--- src/rtl/div_pkg.sv ---
package div_pkg;
  localparam int unsigned DIV_RATIO_W   = 15;
  localparam int unsigned DIV_MIN_RATIO = 17;
endpackage

--- src/rtl/div_ratio_capture.sv ---
module div_ratio_capture #(
  parameter int unsigned W   = div_pkg::DIV_RATIO_W,
  parameter int unsigned MIN = div_pkg::DIV_MIN_RATIO
) (
  input  logic         clk_i,
  input  logic         rst_ni,
  input  logic         wr_i,
  input  logic [W-1:0] ratio_i,
  output logic [W-1:0] ratio_o
);
  localparam logic [W-1:0] MinVal = W'(MIN);

  logic [W-1:0] cap_q, cap_d, floored;

  always_comb begin
    floored = (ratio_i < MinVal) ? MinVal : ratio_i;
    cap_d   = wr_i ? floored : cap_q;
  end

  always_ff @(posedge clk_i or negedge rst_ni) begin
    if (!rst_ni) cap_q <= MinVal;
    else         cap_q <= cap_d;
  end

  assign ratio_o = cap_q;
endmodule

--- src/rtl/div_ratio_hold.sv ---
module div_ratio_hold #(
  parameter int unsigned W   = div_pkg::DIV_RATIO_W,
  parameter int unsigned MIN = div_pkg::DIV_MIN_RATIO
) (
  input  logic         clk_i,
  input  logic         rst_ni,
  input  logic         load_i,
  input  logic [W-1:0] ratio_i,
  output logic [W-1:0] ratio_o
);
  localparam logic [W-1:0] MinVal = W'(MIN);

  logic [W-1:0] hold_q, hold_d;

  always_comb hold_d = load_i ? ratio_i : hold_q;

  always_ff @(posedge clk_i or negedge rst_ni) begin
    if (!rst_ni) hold_q <= MinVal;
    else         hold_q <= hold_d;
  end

  assign ratio_o = hold_q;
endmodule

--- src/rtl/div_down_counter.sv ---
module div_down_counter #(
  parameter int unsigned W   = div_pkg::DIV_RATIO_W,
  parameter int unsigned MIN = div_pkg::DIV_MIN_RATIO
) (
  input  logic         clk_i,
  input  logic         rst_ni,
  input  logic [W-1:0] reload_i,
  output logic         term_o,
  output logic [W-1:0] count_o
);
  localparam logic [W-1:0] StartVal = W'(MIN - 1);

  logic [W-1:0] cnt_q, cnt_d;
  logic         term;

  always_comb begin
    term  = (cnt_q == '0);
    cnt_d = term ? (reload_i - 1'b1) : (cnt_q - 1'b1);
  end

  always_ff @(posedge clk_i or negedge rst_ni) begin
    if (!rst_ni) cnt_q <= StartVal;
    else         cnt_q <= cnt_d;
  end

  assign term_o  = term;
  assign count_o = cnt_q;
endmodule

--- src/rtl/div_toggle.sv ---
module div_toggle (
  input  logic clk_i,
  input  logic rst_ni,
  input  logic en_i,
  output logic q_o
);
  logic tog_q, tog_d;

  always_comb tog_d = en_i ? ~tog_q : tog_q;

  always_ff @(posedge clk_i or negedge rst_ni) begin
    if (!rst_ni) tog_q <= 1'b0;
    else         tog_q <= tog_d;
  end

  assign q_o = tog_q;
endmodule

--- src/rtl/prog_down_divider.sv ---
module prog_down_divider #(
  parameter int unsigned RATIO_W   = div_pkg::DIV_RATIO_W,
  parameter int unsigned MIN_RATIO = div_pkg::DIV_MIN_RATIO
) (
  input  logic               clk_i,
  input  logic               rst_ni,
  input  logic               ratio_wr_i,
  input  logic [RATIO_W-1:0] ratio_i,
  output logic               div_pulse_o,
  output logic               div_half_o
);
  logic [RATIO_W-1:0] ratio_cap;
  logic [RATIO_W-1:0] ratio_hold;
  logic [RATIO_W-1:0] count;
  logic               term;

  div_ratio_capture #(.W(RATIO_W), .MIN(MIN_RATIO)) u_cap (
    .clk_i   (clk_i),
    .rst_ni  (rst_ni),
    .wr_i    (ratio_wr_i),
    .ratio_i (ratio_i),
    .ratio_o (ratio_cap)
  );

  // Transfer only on the terminal cycle, in step with the divider output.
  div_ratio_hold #(.W(RATIO_W), .MIN(MIN_RATIO)) u_hold (
    .clk_i   (clk_i),
    .rst_ni  (rst_ni),
    .load_i  (term),
    .ratio_i (ratio_cap),
    .ratio_o (ratio_hold)
  );

  div_down_counter #(.W(RATIO_W), .MIN(MIN_RATIO)) u_cnt (
    .clk_i    (clk_i),
    .rst_ni   (rst_ni),
    .reload_i (ratio_hold),
    .term_o   (term),
    .count_o  (count)
  );

  div_toggle u_half (
    .clk_i  (clk_i),
    .rst_ni (rst_ni),
    .en_i   (term),
    .q_o    (div_half_o)
  );

  assign div_pulse_o = term;
endmodule

--- config.mk ---
export PLATFORM = sky130hd
export DESIGN_NAME = prog_down_divider
export DESIGN_NICKNAME = d
export VERILOG_FILES = /design/src/rtl/div_pkg.sv /design/src/rtl/div_ratio_capture.sv /design/src/rtl/div_ratio_hold.sv /design/src/rtl/div_down_counter.sv /design/src/rtl/div_toggle.sv /design/src/rtl/prog_down_divider.sv
export SDC_FILE = /design/constraint.sdc
export NUM_CORES = 1
export LEC_CHECK = 0
export BUFFER_PORTS_ARGS = -buffer_cell sky130_fd_sc_hd__buf_2
export CAP_MARGIN = 10
export CORE_ASPECT_RATIO = 1.4
export CORE_MARGIN = 2
export CORE_UTILIZATION = 37
export CTS_BUF_LIST = sky130_fd_sc_hd__clkbuf_8 sky130_fd_sc_hd__clkbuf_16
export DETAILED_ROUTE_END_ITERATION = 6
export SLEW_MARGIN = 20
export SYNTH_ARGS = -nofsm -noshare
export SYNTH_HDL_FRONTEND = slang
export SYNTH_SLANG_ARGS = --single-unit
--- constraint.sdc ---
create_clock -name clk_i -period 3.6 [get_ports clk_i]
set_input_delay 0.54 -clock clk_i [delete_from_list [all_inputs] [get_ports clk_i]]
set_output_delay 0.54 -clock clk_i [all_outputs]
set_load 0.02 [all_outputs]
==> results_dict.tcl <==
set metrics [dict create \
    run_status "finished, final reports clean" \
    clock.fmax_ghz 0.314 \
    antenna_found_initial 0 \
    ioPinCount 20 \
    slew_violations 0 \
    dp_cells 310 \
    num_rows 34 \
    start_util_pct 37.8 \
    worst_pin_slew_ns 1.02 \
    drc 0 \
    required_ns 3.82 \
    cts_tree "done" \
    root_buffer "clkbuf_8" \
    grt_max_degree 47 \
    grt_pass1_wl_mm 8.04 \
    worst_path_max_delay_cell "dfstp_2" \
    syn_nets 248 \
    setup_violations 0 \
    power_switching_share_pct 22.7 \
    vias 1725 \
    ant_nets 0 \
    wire_per_inst_um 14.4 \
    synth_cells 229 \
    vdd_ir_drop_max_mv 0.291 \
    yosys_warnings 0 \
    async_reset_ff_share_pct 100 \
    pwr-share-seq_pct 62.2 \
    cpMostUsedCell "or3_1" \
    ys_ff_latch 46 \
    postCtsHoldBufs 0 \
    crit_path_end_kind "flip-flop" \
    skew_ns 0.00707 \
    fp.dieW_um 70.8 \
    postCtsSetupRepairBufs 0 \
    layout_min_cycle_time_ns 3.18 \
    setup_slack_ns 0.419 \
    path_delay_family "simple AND/OR/NAND/NOR gates" \
    synthTopCellsByArea "dfrtp_1, nand2_1, dfstp_2" \
    dr.pass1.iters 4 \
    rsz0062_at_grt "no" \
    critical_path_class "reg2reg" \
    hold_path.class "in2async" \
    via_per_inst 5.42 \
    crit_path_max_fanout 19 \
    cp_slowest_stage_delay_ns 0.60 \
    cts_buffer_depth 2 \
    comb_power_share_pct 6.2 \
    yosysUniqueCellTypes 49 \
    coreArea_mm2 0.00613 \
    grt_usage_pct 14.5 \
    synth.cell_area_mm2 0.00231 \
    final_cells 318 \
    path_buf_inv 1 \
    gp_congestion 0.789 \
    p_int_uw 700 \
    syn2layout_area_growth_pct 8.92 \
    leakage_nw 1.02 \
    synth_edf_count 0 \
    post_cts_resized 0 \
    drive_gt1_share_pct 20.3 \
    clock_latency_ns 0.29 \
    cts_buffers 5 \
    dieHeight_um 97.6 \
    worstPathArrival_ns 3.40 \
    htree_levels 2 \
    path_cells "or3_1, nor3_4, nand2_4, clkinv_4, a21oi_1, ha_1, nor4b_4, o41ai_4, or3_1, nor4b_1, xnor2_1" \
    place_ws_ns 0.464 \
    n_antenna_cell 0 \
    hold_viol 0 \
    setup_tns_ns 0 \
    yosysSeqAreaShare_pct 50.0 \
    pwr_density_cell_mw_per_mm2 359 \
    synth_top_area_cell "dfrtp_1" \
    p_switching_uw 205 \
    die_area_mm2 0.00691 \
    dp_hpwl_mm 3.33 \
    postSynthAreaPerCell_um2 10.1 \
    ys.flop_type "dfrtp_1" \
    relSlewSlack_pct 31.1 \
    drv_cap 0 \
    clk_pin_slew_worst_paths_ns 0.08 \
    clockPowerShare_pct 31.6 \
    overflow 0 \
    first_global_vias 1663 \
    layout_commonest_cell "nand2_1" \
    cts_sinks 46 \
    portBuffers 19 \
    fin_crit_sh_pct 88.4 \
    netlist.area_leader.share_pct 44.3 \
    cp-start-kind "flip-flop" \
    nets 264 \
    layout_common_cells "nand2_1, dfrtp_1, buf_2" \
    dr.first_iter.drc_count 46 \
    finalWirelength_mm 4.59 \
]
## final cells by class
class / instances / area [um^2]
Clock buffer: 5 / 68.8
Clock inverter: 3 / 11.3
Tap cell: 72 / 90.1
Fill cell: 632 / 3610
Inverter: 8 / 35.0
Sequential cell: 46 / 1160
Multi-Input combinational cell: 164 / 1050
Timing Repair Buffer: 20 / 105
## synthesized netlist by cell type (2+ instances only)
cell type   n
a21o_1      2
buf_6       2
a31oi_1     2
buf_4       2
nand3_1     3
buf_2       4
dfstp_2     5
nand2_1    46
a21oi_1    15
or4_1       7
nor2_1     13
inv_1       7
or3_1       4
mux2_2     10
nor4_1      7
xor2_1      5
xnor2_1     5
o21ai_0     9
nor3_1      6
o41ai_1     2
o2111ai_1   2
nor4b_1     2
dfrtp_1    41
clkbuf_1    3
## state kept, by name, indices dropped and copies added (netlist names)
| name | flops |
|---|---|
| u_hold.ratio_o | 15 |
| u_cap.ratio_o | 15 |
| u_cnt.count_o | 15 |
| u_half.q_o | 1 |
## power by group through the flow
| stage | Clock, mW | Sequential (mW) | Combinational (mW) |
|---|---|---|---|
| finish | 0.286 | 0.563 | 0.0563 |
| global route | 0.319 | 0.566 | 0.0664 |
| CTS | 0.298 | 0.562 | 0.0580 |
| detailed placement | 0 | 0.573 | 0.0578 |
| global placement | 0 | 0.572 | 0.0567 |
| floorplan | 0 | 0.567 | 0.0316 |
## per-stage QoR
stage | hold slack, ns | total power, mW | util [%] | cell area, um^2
final | 0.235 | 0.905 | 41.1 | 2520
after global routing | 0.277 | 0.952 | 41.1 | 2520
after CTS | 0.449 | 0.919 | 41.1 | 2520
after detailed placement | 0.443 | 0.630 | 39.8 | 2440
after global placement | 0.443 | 0.629 | 39.8 | 2440
after floorplan | 0.244 | 0.599 | - | 2310
## final timing paths
kind                                               from                       endpoint  slack, ns  cells past startpoint
setup / recovery             u_cnt.count_o[4]$_DFF_PN1_    u_cnt.count_o[12]$_DFF_PN0_       0.42                     11
hold / removal                                   rst_ni         u_half.q_o$_DFFE_PN0N_       0.23                      1
setup reg to reg             u_cnt.count_o[4]$_DFF_PN1_    u_cnt.count_o[12]$_DFF_PN0_       0.42                     11
hold reg to reg            u_cap.ratio_o[4]$_DFFE_PN1P_  u_hold.ratio_o[4]$_DFFE_PN1N_       0.45                      2
max in group asynchronous                        rst_ni  u_hold.ratio_o[7]$_DFFE_PN0N_       2.97                      1
min in group clk_i         u_cap.ratio_o[4]$_DFFE_PN1P_  u_hold.ratio_o[4]$_DFFE_PN1N_       0.45                      2
## worst reg2reg max path, delay by kind of cell, from the launching register on
family / cells / cell delay, ns
AND/OR/NAND/NOR: 6 / 1.56
flip-flops: 1 / 0.60
AO/OA/AOI/OAI: 2 / 0.39
adder cells (fa/ha/maj): 1 / 0.33
XOR/XNOR: 1 / 0.16
buffers and inverters: 1 / 0.08
## metal layers
layer | GRT usage (%) | part of all wire (%)
met1 | 19.0 | 44
met2 | 23.1 | 51
met3 | 1.76 | 2.0
met4 | 7.40 | 2.5
met5 | 0 | 0
## logic make-up (layout without fill, tap and decap cells)
logic type	count (synthesis)	after routing	synth area share, %
flip-flops	46	46	50.0
adder cells (fa/ha/maj)	1	1	0.541
AND/OR/NAND/NOR	96	96	21.9
buffers and inverters	19	36	4.49
XOR/XNOR	10	10	3.79
AO/OA/AOI/OAI	47	47	14.4
multiplexers	10	10	4.87
Power figures use the tool's default switching activity.
